### config.mk
export PLATFORM = sky130hd
export DESIGN_NAME = pcs_mgmt_regs
export DESIGN_NICKNAME = d
export VERILOG_FILES = /design/src/rtl/pcs_mgmt_pkg.sv /design/src/rtl/pcs_mgmt_host_if.sv /design/src/rtl/pcs_mgmt_evt_latch.sv /design/src/rtl/pcs_mgmt_ctl_regs.sv /design/src/rtl/pcs_mgmt_regs.sv
export SDC_FILE = /design/constraint.sdc
export NUM_CORES = 1
export LEC_CHECK = 0
export BUFFER_PORTS_ARGS = -buffer_cell sky130_fd_sc_hd__buf_2
export CORE_AREA = 2 2 79 81
export CTS_CLUSTER_DIAMETER = 40
export DETAILED_ROUTE_END_ITERATION = 16
export DIE_AREA = 0 0 81 83
export SLEW_MARGIN = 15
export SYNTH_ARGS = -nofsm -noshare
export SYNTH_HDL_FRONTEND = slang
export SYNTH_SLANG_ARGS = --single-unit
### constraint.sdc
create_clock -name clk -period 2.1 [get_ports clk]
set_clock_uncertainty 0.2 [all_clocks]
set_input_delay 0 -clock clk [delete_from_list [all_inputs] [get_ports clk]]
set_output_delay 0 -clock clk [all_outputs]
set_load 0.005 [all_outputs]
### src/rtl/pcs_mgmt_pkg.sv
package pcs_mgmt_pkg;
   localparam int MAP_AW = 6;
   localparam logic [MAP_AW-1:0] A_CTL_LO  = 6'h00;
   localparam logic [MAP_AW-1:0] A_CTL_HI  = 6'h01;
   localparam logic [MAP_AW-1:0] A_STS_LO  = 6'h02;
   localparam logic [MAP_AW-1:0] A_STS_HI  = 6'h03;
   localparam logic [MAP_AW-1:0] A_ADV_LO  = 6'h08;
   localparam logic [MAP_AW-1:0] A_ADV_HI  = 6'h09;
   localparam logic [MAP_AW-1:0] A_LP_LO   = 6'h0A;
   localparam logic [MAP_AW-1:0] A_LP_HI   = 6'h0B;
   localparam logic [MAP_AW-1:0] A_EXP_LO  = 6'h0C;
   localparam logic [MAP_AW-1:0] A_EXP_HI  = 6'h0D;
   localparam logic [MAP_AW-1:0] A_XST_LO  = 6'h1E;
   localparam logic [MAP_AW-1:0] A_XST_HI  = 6'h1F;
   // control high byte bit positions
   localparam int B_RST  = 7;
   localparam int B_LOOP = 6;
   localparam int B_ANEN = 4;
   localparam int B_PD   = 3;
   localparam int B_ISO  = 2;
   localparam int B_RSAN = 1;
   localparam int B_DUP  = 0;
   localparam logic [7:0] CTL_HI_RW = 8'hDF;
   localparam logic [7:0] CTL_HI_SC = 8'h82;
   // control low byte
   localparam int B_UNI  = 5;
   localparam logic [7:0] CTL_LO_CONST = 8'h40;
   // status low byte
   localparam int B_LINK = 2;
   localparam int B_AND  = 5;
   localparam logic [7:0] STS_LO_CONST = 8'h08;
   localparam logic [7:0] STS_HI_CONST = 8'h01;
   localparam logic [7:0] XST_LO_CONST = 8'h00;
   localparam logic [7:0] XST_HI_CONST = 8'h80;
   // expansion low byte
   localparam int B_PGRX = 1;
endpackage

### src/rtl/pcs_mgmt_host_if.sv
module pcs_mgmt_host_if (
   input  logic clk,
   input  logic rst_n,
   input  logic cs_n,
   input  logic wr_n,
   output logic acc_stb,
   output logic acc_wr,
   output logic acc_rd,
   output logic rdy_n
);
   logic served;

   assign acc_stb = !cs_n && !served;
   assign acc_wr  = acc_stb && !wr_n;
   assign acc_rd  = acc_stb && wr_n;

   always_ff @(posedge clk or negedge rst_n) begin
      if (!rst_n) begin
         served <= 1'b0;
         rdy_n  <= 1'b1;
      end else begin
         if (cs_n)         served <= 1'b0;
         else if (acc_stb) served <= 1'b1;
         rdy_n <= !acc_stb;
      end
   end
endmodule

### src/rtl/pcs_mgmt_evt_latch.sv
module pcs_mgmt_evt_latch #(
   parameter bit HOLD_LOW = 1'b1
) (
   input  logic clk,
   input  logic rst_n,
   input  logic live,
   input  logic rd_clr,
   output logic held
);
   generate
      if (HOLD_LOW) begin : g_low
         always_ff @(posedge clk or negedge rst_n) begin
            if (!rst_n)      held <= 1'b0;
            else if (rd_clr) held <= live;
            else             held <= held & live;
         end
      end else begin : g_high
         always_ff @(posedge clk or negedge rst_n) begin
            if (!rst_n)      held <= 1'b0;
            else if (rd_clr) held <= live;
            else             held <= held | live;
         end
      end
   endgenerate
endmodule

### src/rtl/pcs_mgmt_ctl_regs.sv
module pcs_mgmt_ctl_regs
   import pcs_mgmt_pkg::*;
#(
   parameter int ADDR_W    = 6,
   parameter int DATA_W    = 8,
   parameter int ABIL_W    = 16,
   parameter bit AN_EN_RST = 1'b1,
   parameter logic [ABIL_W-1:0] ADV_RST = '0
) (
   input  logic              clk,
   input  logic              rst_n,
   input  logic              acc_wr,
   input  logic [ADDR_W-1:0] addr,
   input  logic [DATA_W-1:0] wdata,
   output logic [7:0]        ctl_hi,
   output logic              unidir,
   output logic [ABIL_W-1:0] adv
);
   localparam int ADV_BYTES = ABIL_W / DATA_W;
   localparam logic [7:0] CTL_HI_RST = 8'(AN_EN_RST) << B_ANEN;

   always_ff @(posedge clk or negedge rst_n) begin
      if (!rst_n) begin
         ctl_hi <= CTL_HI_RST;
         unidir <= 1'b0;
      end else begin
         if (acc_wr && addr == ADDR_W'(A_CTL_HI)) ctl_hi <= wdata & CTL_HI_RW;
         else                                    ctl_hi <= ctl_hi & ~CTL_HI_SC;
         if (acc_wr && addr == ADDR_W'(A_CTL_LO)) unidir <= wdata[B_UNI];
      end
   end

   for (genvar b = 0; b < ADV_BYTES; b++) begin : g_adv
      always_ff @(posedge clk or negedge rst_n) begin
         if (!rst_n)
            adv[b*DATA_W +: DATA_W] <= ADV_RST[b*DATA_W +: DATA_W];
         else if (acc_wr && addr == ADDR_W'(A_ADV_LO) + ADDR_W'(b))
            adv[b*DATA_W +: DATA_W] <= wdata;
      end
   end
endmodule

### src/rtl/pcs_mgmt_regs.sv
module pcs_mgmt_regs
   import pcs_mgmt_pkg::*;
#(
   parameter int ADDR_W    = 6,
   parameter int DATA_W    = 8,
   parameter int ABIL_W    = 16,
   parameter bit AN_EN_RST = 1'b1,
   parameter logic [ABIL_W-1:0] ADV_RST = '0
) (
   input  logic              clk,
   input  logic              rst_n,
   input  logic              host_cs_n,
   input  logic              host_wr_n,
   input  logic [ADDR_W-1:0] host_addr,
   input  logic [DATA_W-1:0] host_wdata,
   output logic [DATA_W-1:0] host_rdata,
   output logic              host_rdy_n,
   output logic              ctl_reset,
   output logic              ctl_loopback,
   output logic              ctl_an_enable,
   output logic              ctl_power_down,
   output logic              ctl_isolate,
   output logic              ctl_an_restart,
   output logic              ctl_duplex,
   output logic              ctl_unidir,
   output logic [ABIL_W-1:0] adv_ability,
   input  logic              st_link_ok,
   input  logic              st_an_done,
   input  logic              st_page_rx,
   input  logic [ABIL_W-1:0] lp_ability
);
   initial begin
      if (DATA_W != 8)        $error("DATA_W must be 8");
      if (ADDR_W < MAP_AW)    $error("ADDR_W too small for map");
      if (ABIL_W != 2*DATA_W) $error("ABIL_W must span two bytes");
   end

   logic       acc_stb, acc_wr, acc_rd;
   logic [7:0] ctl_hi;
   logic       link_lat, page_lat;
   logic [DATA_W-1:0] rd_mux;

   pcs_mgmt_host_if i_hif (
      .clk(clk), .rst_n(rst_n), .cs_n(host_cs_n), .wr_n(host_wr_n),
      .acc_stb(acc_stb), .acc_wr(acc_wr), .acc_rd(acc_rd), .rdy_n(host_rdy_n)
   );

   pcs_mgmt_ctl_regs #(
      .ADDR_W(ADDR_W), .DATA_W(DATA_W), .ABIL_W(ABIL_W),
      .AN_EN_RST(AN_EN_RST), .ADV_RST(ADV_RST)
   ) i_ctl (
      .clk(clk), .rst_n(rst_n), .acc_wr(acc_wr), .addr(host_addr),
      .wdata(host_wdata), .ctl_hi(ctl_hi), .unidir(ctl_unidir), .adv(adv_ability)
   );

   pcs_mgmt_evt_latch #(.HOLD_LOW(1'b1)) i_link (
      .clk(clk), .rst_n(rst_n), .live(st_link_ok),
      .rd_clr(acc_rd && host_addr == ADDR_W'(A_STS_LO)), .held(link_lat)
   );

   pcs_mgmt_evt_latch #(.HOLD_LOW(1'b0)) i_page (
      .clk(clk), .rst_n(rst_n), .live(st_page_rx),
      .rd_clr(acc_rd && host_addr == ADDR_W'(A_EXP_LO)), .held(page_lat)
   );

   assign ctl_reset      = ctl_hi[B_RST];
   assign ctl_loopback   = ctl_hi[B_LOOP];
   assign ctl_an_enable  = ctl_hi[B_ANEN];
   assign ctl_power_down = ctl_hi[B_PD];
   assign ctl_isolate    = ctl_hi[B_ISO];
   assign ctl_an_restart = ctl_hi[B_RSAN];
   assign ctl_duplex     = ctl_hi[B_DUP];

   always_comb begin
      rd_mux = '0;
      case (host_addr)
         ADDR_W'(A_CTL_LO): begin
            rd_mux        = CTL_LO_CONST;
            rd_mux[B_UNI] = ctl_unidir;
         end
         ADDR_W'(A_CTL_HI): rd_mux = ctl_hi;
         ADDR_W'(A_STS_LO): begin
            rd_mux         = STS_LO_CONST;
            rd_mux[B_LINK] = link_lat;
            rd_mux[B_AND]  = st_an_done;
         end
         ADDR_W'(A_STS_HI): rd_mux = STS_HI_CONST;
         ADDR_W'(A_ADV_LO): rd_mux = adv_ability[DATA_W-1:0];
         ADDR_W'(A_ADV_HI): rd_mux = adv_ability[ABIL_W-1:DATA_W];
         ADDR_W'(A_LP_LO):  rd_mux = lp_ability[DATA_W-1:0];
         ADDR_W'(A_LP_HI):  rd_mux = lp_ability[ABIL_W-1:DATA_W];
         ADDR_W'(A_EXP_LO): rd_mux[B_PGRX] = page_lat;
         ADDR_W'(A_XST_LO): rd_mux = XST_LO_CONST;
         ADDR_W'(A_XST_HI): rd_mux = XST_HI_CONST;
         default:           rd_mux = '0;
      endcase
   end

   always_ff @(posedge clk or negedge rst_n) begin
      if (!rst_n)      host_rdata <= '0;
      else if (acc_rd) host_rdata <= rd_mux;
   end
endmodule

==> impl_results.md, run 1 <==
- Status: completed
- Clk Latency, worst-skew pair: 0.29 ns
- WL/cell: 15.2 microns
- Final hold viol count: 0
- Total power: 1480 uW
- Routed Antenna Nets: 0
- Ports: 70
- FP Rows: 28
- Syn_area_per_cell: 11.9 sq um
- DR vias/cell: 4.76
- Slew @ Worst Pin: 0.811 ns
- Layout Nets: 285
- Port bufs: 69
- Comb pwr share: 15.3%
- Number of global-route vias before repair: 1,567
- Final Cell Area: 0.00257 sq mm
- Placed Cells: 296
- Hold Crit Class: input port to flop
- CTS root buf: clkbuf_8
- Initial core utilization: 31.5%
- Library cells used by synthesis: 41
- Post-CTS Setup Bufs: 0
- Area Overhead vs Synth: 40.5%
- Syn nets: 191
- Leak Pwr: 0.00134 uW
- Initial antenna violation count: 0
- Via Count: 1,543
- Post-synthesis cell count: 154
- Final worst-path cycle share: 95.9%
- Die Span Y: 83 microns
- Iter 0 DRT Violations: 120
- Routed WL: 4930 microns
- Relative max-transition margin: 46.0%
- Achievable Freq: 497 MHz
- Crit path max fanout: 6
- Global-route wire length before repair: 7860 microns
- Synthesized flop and latch total: 36
- Largest net degree at the start of global routing: 37
- Register share of total power: 50.1%
- PD cells: 576 mW/mm^2
- Max-slew violation count: 0
- VDD IR max: 0.229 mV
- Die area: 0.00672 sq mm
- H-Tree Level Count: 2
- Pre-antenna DRT Iters: 4
- Syn Std Cell Area: 0.00183 sq mm
- Gr usage total: 15.2%
- WP data required: 2.07 ns
- Unrepaired setup endpoints after global routing: false
- CTS Sinks: 36
- CTS buffer count: 5
- Sw Share: 25.0%
- Setup violators final: 0
- DP Wirelength: 3650 microns
- # DRC: 0
- Critical Path Source Type: input port
- Clock-pin slew on the worst setup and hold paths: 0.07 ns
- Placer congestion estimate: 0.762
- Internal Pwr Total: 1110 uW
- Ant diodes: 0
- Grt total ovfl: 0
- Clk buf depth: 2
- Crit path DAT: 1.99 ns
- Final Non-Filler Cells: 324
- Clock share of power: 34.6%
- Area after DPL: 0.00227 sq mm
- Crit Path Category: input port to flop
- Worst Setup End Kind: flop
- Fillers: 597
- NetSw: 370 uW
- Core box area: 0.00582 sq mm
- Tmin final: 2.01 ns
- Layout cells sized above 1: 39.4%
- Max-cap violations: 0
- Die width: 81 microns
- CTS tree: yes
- Register area share after synthesis: 49.4%
- Setup_tns: 0 ns
- Yosys Warn Count: 0
repair_timing:
action / in CTS / in global routing
setup endpoints to repair: 0 / 5
gates resized for setup: 0 / 1
hold endpoints to repair: 66 / 0
hold buffers: 20 / 0
sequential cells by signal (all words and copies together), names as in the netlist:
name          cells
i_ctl.unidir      1
host_rdata        8
i_hif.served      1
i_ctl.adv        16
i_hif.rdy_n       1
i_ctl.ctl_hi      7
i_page.held       1
i_link.held       1
layout make-up:
type	instances	area, sq um	share of cell area (%)
timing repair buffer	96	598	23.3
clock buffer	8	90.1	3.50
inverter	6	22.5	0.876
sequential	36	903	35.1
multi-input combinational	103	863	33.6
tap	75	93.8	3.65
cell usage after synthesis, drive strengths merged:
| library cell | instances | area [sq um] |
|---|---|---|
| inv | 6 | 22.5 |
| o22ai | 2 | 12.5 |
| o211ai | 1 | 7.51 |
| a211oi | 2 | 15.0 |
| nor2b | 1 | 6.26 |
| dfrtp | 34 | 851 |
| buf | 6 | 36.3 |
| o21a | 1 | 7.51 |
| nand3 | 4 | 20.0 |
| a31oi | 2 | 12.5 |
| clkbuf | 3 | 11.3 |
| nor2 | 7 | 26.3 |
| mux2 | 22 | 267 |
| and2 | 1 | 6.26 |
| dfstp | 2 | 52.6 |
| and3 | 6 | 37.5 |
| a2bb2oi | 1 | 8.76 |
| a311o | 1 | 10.0 |
| and3b | 1 | 8.76 |
| o21bai | 1 | 7.51 |
| nand2b | 3 | 18.8 |
| o31ai | 1 | 7.51 |
| a22o | 4 | 35.0 |
| mux4 | 5 | 113 |
| mux2i | 3 | 30.0 |
| nand2 | 11 | 48.8 |
| nand4 | 2 | 12.5 |
| o21ai | 3 | 15.0 |
| a21o | 1 | 7.51 |
| o32a | 1 | 10.0 |
| a21oi | 5 | 25.0 |
| or3 | 2 | 12.5 |
| nor3 | 5 | 41.3 |
| a22oi | 2 | 15.0 |
| nor4 | 2 | 12.5 |
critical path: stages:
cell and delay, ns:
dlygate4sd3_1 0.53, buf_2 0.15, or3_1 0.50, nor3_4 0.32, nand2_4 0.16, mux2_4 0.32
metrics by stage:
stage	utilization (%)	hold slack (ns)	setup slack [ns]
5_1_grt	44.2	0.0593	0.0238
2_1_floorplan	-	-0.496	0.417
3_3_place_gp	39.1	-0.0488	0.286
3_5_place_dp	39.1	-0.0566	0.306
4_1_cts	44.1	0.0313	0.0410
6_report	44.2	0.0330	0.0870
layer usage:
layer | share of wire (%) | GRT usage [%] | vias to the layer above
li1 | - | - | 755
met1 | 45 | 20.8 | 734
met2 | 48 | 24.1 | 49
met3 | 7.0 | 4.24 | 5
met4 | 0.83 | 3.39 | 0
met5 | 0 | 0 | -
final timing paths:
path | start | endpoint | slack, ns | cells after the start
min in group asynchronous | rst_n | i_ctl.ctl_hi[6]$_DFFE_PN0P_ | 0.15 | 2
max in group asynchronous | rst_n | i_ctl.adv[12]$_DFFE_PN0P_ | 1.04 | 2
worst min-delay path | lp_ability[3] | host_rdata[3]$_DFFE_PN0N_ | 0.03 | 5
worst min register to register | host_rdata[7]$_DFFE_PN0N_ | host_rdata[7]$_DFFE_PN0N_ | 0.29 | 2
worst max register to register | i_hif.served$_DFFE_PN0P_ | i_page.held$_DFF_PN0_ | 0.24 | 5
worst max-delay path | host_addr[5] | i_ctl.ctl_hi[0]$_DFFE_PN0P_ | 0.09 | 6
power by group through the flow:
| stage | sequential (uW) | combinational [uW] | clock (uW) |
|---|---|---|---|
| 2_1_floorplan | 755 | 92.4 | 0 |
| 3_3_place_gp | 755 | 200 | 0 |
| 3_5_place_dp | 756 | 201 | 0 |
| 4_1_cts | 742 | 229 | 528 |
| 5_1_grt | 746 | 249 | 559 |
| 6_report | 742 | 227 | 512 |
placed cells by master (no fill, tap or decap), drive strengths merged, types with 3 or more instances in the layout:
master / synthesis / routed
a22o: 4 / 4
nand2b: 3 / 3
dfrtp: 34 / 34
inv: 6 / 6
and3: 6 / 6
nand2: 11 / 11
nor3: 5 / 5
mux4: 5 / 5
mux2: 22 / 22
buf: 6 / 76
dlygate4sd3: 0 / 20
clkbuf: 3 / 8
a21oi: 5 / 5
nand3: 4 / 4
nor2: 7 / 7
o21ai: 3 / 3
mux2i: 3 / 3
cells by family (layout without fill, tap and decap cells):
group	count (synthesis)	after routing	synth area share [%]
buf+inv	15	110	3.83
flops	36	36	49.4
compound gates	28	28	10.7
mux	30	30	22.4
simple gates	45	45	13.7
No activity file was read; power rests on OpenSTA's default activity.
==> run 2: changes to the inputs <==
--- a/config.mk
+++ b/config.mk
@@ -6,10 +6,10 @@
 export NUM_CORES = 1
 export LEC_CHECK = 0
 export BUFFER_PORTS_ARGS = -buffer_cell sky130_fd_sc_hd__buf_2
-export CORE_AREA = 2 2 79 81
+export CORE_AREA = 2 2 61 106
 export CTS_CLUSTER_DIAMETER = 40
 export DETAILED_ROUTE_END_ITERATION = 16
-export DIE_AREA = 0 0 81 83
+export DIE_AREA = 0 0 63 108
 export SLEW_MARGIN = 15
 export SYNTH_ARGS = -nofsm -noshare
 export SYNTH_HDL_FRONTEND = slang
==> run 2 against run 1 <==
Compared with the run above: register-to-register slack got worse by 0.03 ns; critical path depth stayed put; core utilization down 0.35 points; first-iteration DRC count fell by 73%; clock-buffer cell count stayed put; sequential cell count did not move; design area increased by 0.29%; combinational power is essentially flat; highest routed layer unchanged.
==> impl_results.md, run 2 (synthesized netlist as in run 1, its figures left out) <==
- Status: completed
- NetSw: 368 uW
- Via Count: 1,625
- Max-cap violations: 0
- Initial antenna violation count: 0
- Fillers: 567
- Most frequent cells in the layout: 69 x buf_2, 34 x dfrtp_1, 21 x dlygate4sd3_1
- Storage cell area: 903 sq um
- WL/cell: 15.8 microns
- Comb pwr share: 15.4%
- Worst R2R Setup Slack: 0.21 ns
- Clk buf depth: 2
- Largest register by flop count: i_ctl.adv
- Bufs and invs on worst path: 3
- Sw Share: 24.9%
- Hold Slack: 0.0180 ns
- Setup violators final: 0
- # DRC: 0
- Reg2reg end: i_page.held$_DFF_PN0_
- Leak Pwr: 0.00134 uW
- Unrepaired setup endpoints after global routing: false
- Clock share of power: 34.3%
- CTS root buf: clkbuf_8
- PD cells: 574 mW/mm^2
- Core box area: 0.00588 sq mm
- Initial core utilization: 31.1%
- Crit path DAT: 1.91 ns
- FP Rows: 37
- CTS tree: yes
- Max-slew violation count: 0
- Multi-input gate area: 857 sq um
- Reg-to-Reg Start: i_hif.served$_DFFE_PN0P_
- Register share of total power: 50.3%
- Global-route wire length before repair: 8390 microns
- CP startpoint: host_addr[5]
- Die width: 63 microns
- Iter 0 DRT Violations: 33
- Most common cell after layout, fill and taps aside: buf_2
- Largest net degree at the start of global routing: 37
- Routed Antenna Nets: 0
- Crit Path Category: input port to flop
- Pre-antenna DRT Iters: 4
- Port bufs: 69
- CTS buffer count: 5
- Max FFs per register: 16
- CP dominant cell by count: dlygate4sd3_1
- Routed WL: 5170 microns
- Setup_tns: 0 ns
- R2R depth: 5
- Hold Crit Class: input port to flop
- Achievable Freq: 516 MHz
- Top delay family on crit path: buffers and inverters
- Clock-pin slew on the worst setup and hold paths: 0.07 ns
- Slowest cell on the critical path: dlygate4sd3_1
- Layout Nets: 286
- Gr usage total: 16.2%
- CP Capture Point: i_page.held$_DFF_PN0_
- Placed Cells: 298
- Die Span Y: 108 microns
- PostCTS Resize Cnt: 0
- Final Non-Filler Cells: 328
- WP data required: 2.07 ns
- Final hold viol count: 0
- Number of global-route vias before repair: 1,693
- Grt total ovfl: 0
- Ant diodes: 0
- DR vias/cell: 4.95
- Crit path max fanout: 5
- Final worst-path cycle share: 92.2%
- H-Tree Level Count: 2
- Layout cells sized above 1: 38.8%
- Biggest regs: i_ctl.adv: 16 flops, host_rdata: 8 flops, i_ctl.ctl_hi: 7 flops
- WP depth: 6
- VDD IR max: 0.422 mV
- Tmin final: 1.94 ns
- CP max stage delay: 0.54 ns
- Area Overhead vs Synth: 40.9%
- Slew @ Worst Pin: 0.806 ns
- Critical Path Source Type: input port
- Clk Latency, worst-skew pair: 0.28 ns
- Die area: 0.00680 sq mm
- Internal Pwr Total: 1110 uW
- CTS Sinks: 36
- Ports: 70
- DP Wirelength: 3930 microns
- Placer congestion estimate: 0.805
- Critical-path cell list: dlygate4sd3_1 > buf_2 > nor4_1 > nand4_1 > a21o_1 > dlygate4sd3_1
- Relative max-transition margin: 46.3%
- Worst Setup End Kind: flop
==> run 2: final cells by class <==
class | instances | share of cell area, %
multi-input combinational | 103 | 33.2
sequential | 36 | 35.0
inverter | 6 | 0.873
timing repair buffer | 97 | 23.6
clock buffer | 8 | 3.49
tap | 78 | 3.78
==> run 2: worst min-delay path, delay by kind of cell <==
| kind | cells | cell delay [ns] |
|---|---|---|
| compound gates | 2 | 0.22 |
| simple gates | 1 | 0.10 |
| buf+inv | 1 | 0.07 |
| mux | 1 | 0.06 |
==> run 2: power by group through the flow <==
stage | combinational (uW) | sequential, uW | clock [uW]
after floorplan | 92.4 | 755 | 0
after global placement | 201 | 757 | 0
after detailed placement | 203 | 758 | 0
after CTS | 231 | 745 | 521
after global routing | 251 | 748 | 565
final | 228 | 744 | 507
==> run 2: per-layer routing <==
| metal | share of wire, % | GRT usage, % | vias up |
|---|---|---|---|
| met2 | 56 | 29.6 | 63 |
| met1 | 36 | 17.4 | 789 |
| li1 | - | - | 759 |
| met4 | 3.4 | 9.21 | 0 |
| met5 | 0 | 0 | - |
| met3 | 4.4 | 2.91 | 14 |
==> run 2: how the worst min path moves through the flow <==
stage	startpoint	endpoint	slack, ns	cells past startpoint
after global placement	rst_n	i_ctl.ctl_hi[7]$_DFF_PN0_	-0.07	1
after detailed placement	rst_n	i_ctl.ctl_hi[1]$_DFF_PN0_	-0.06	1
after floorplan	rst_n	host_rdata[0]$_DFFE_PN0N_	-0.50	0
after global routing	lp_ability[13]	host_rdata[5]$_DFFE_PN0N_	0.03	5
final	lp_ability[13]	host_rdata[5]$_DFFE_PN0N_	0.02	5
after CTS	lp_ability[13]	host_rdata[5]$_DFFE_PN0N_	0.02	5
==> run 2: metrics by stage <==
stage / worst slack (ns) / area, sq um / power [uW] / utilization (%)
after floorplan: 0.417 / 1830 / 848 / -
after global placement: 0.294 / 2270 / 957 / 38.6
after detailed placement: 0.287 / 2270 / 961 / 38.6
after CTS: 0.0395 / 2570 / 1500 / 43.7
after global routing: 0.0838 / 2580 / 1560 / 43.9
final: 0.163 / 2580 / 1480 / 43.9
==> run 2: what timing repair did <==
| item | CTS | global route |
|---|---|---|
| hold endpoints to repair | 66 | 0 |
| setup endpoints to repair | 0 | 4 |
| hold buffers | 21 | 0 |
| setup buffers | 0 | 1 |
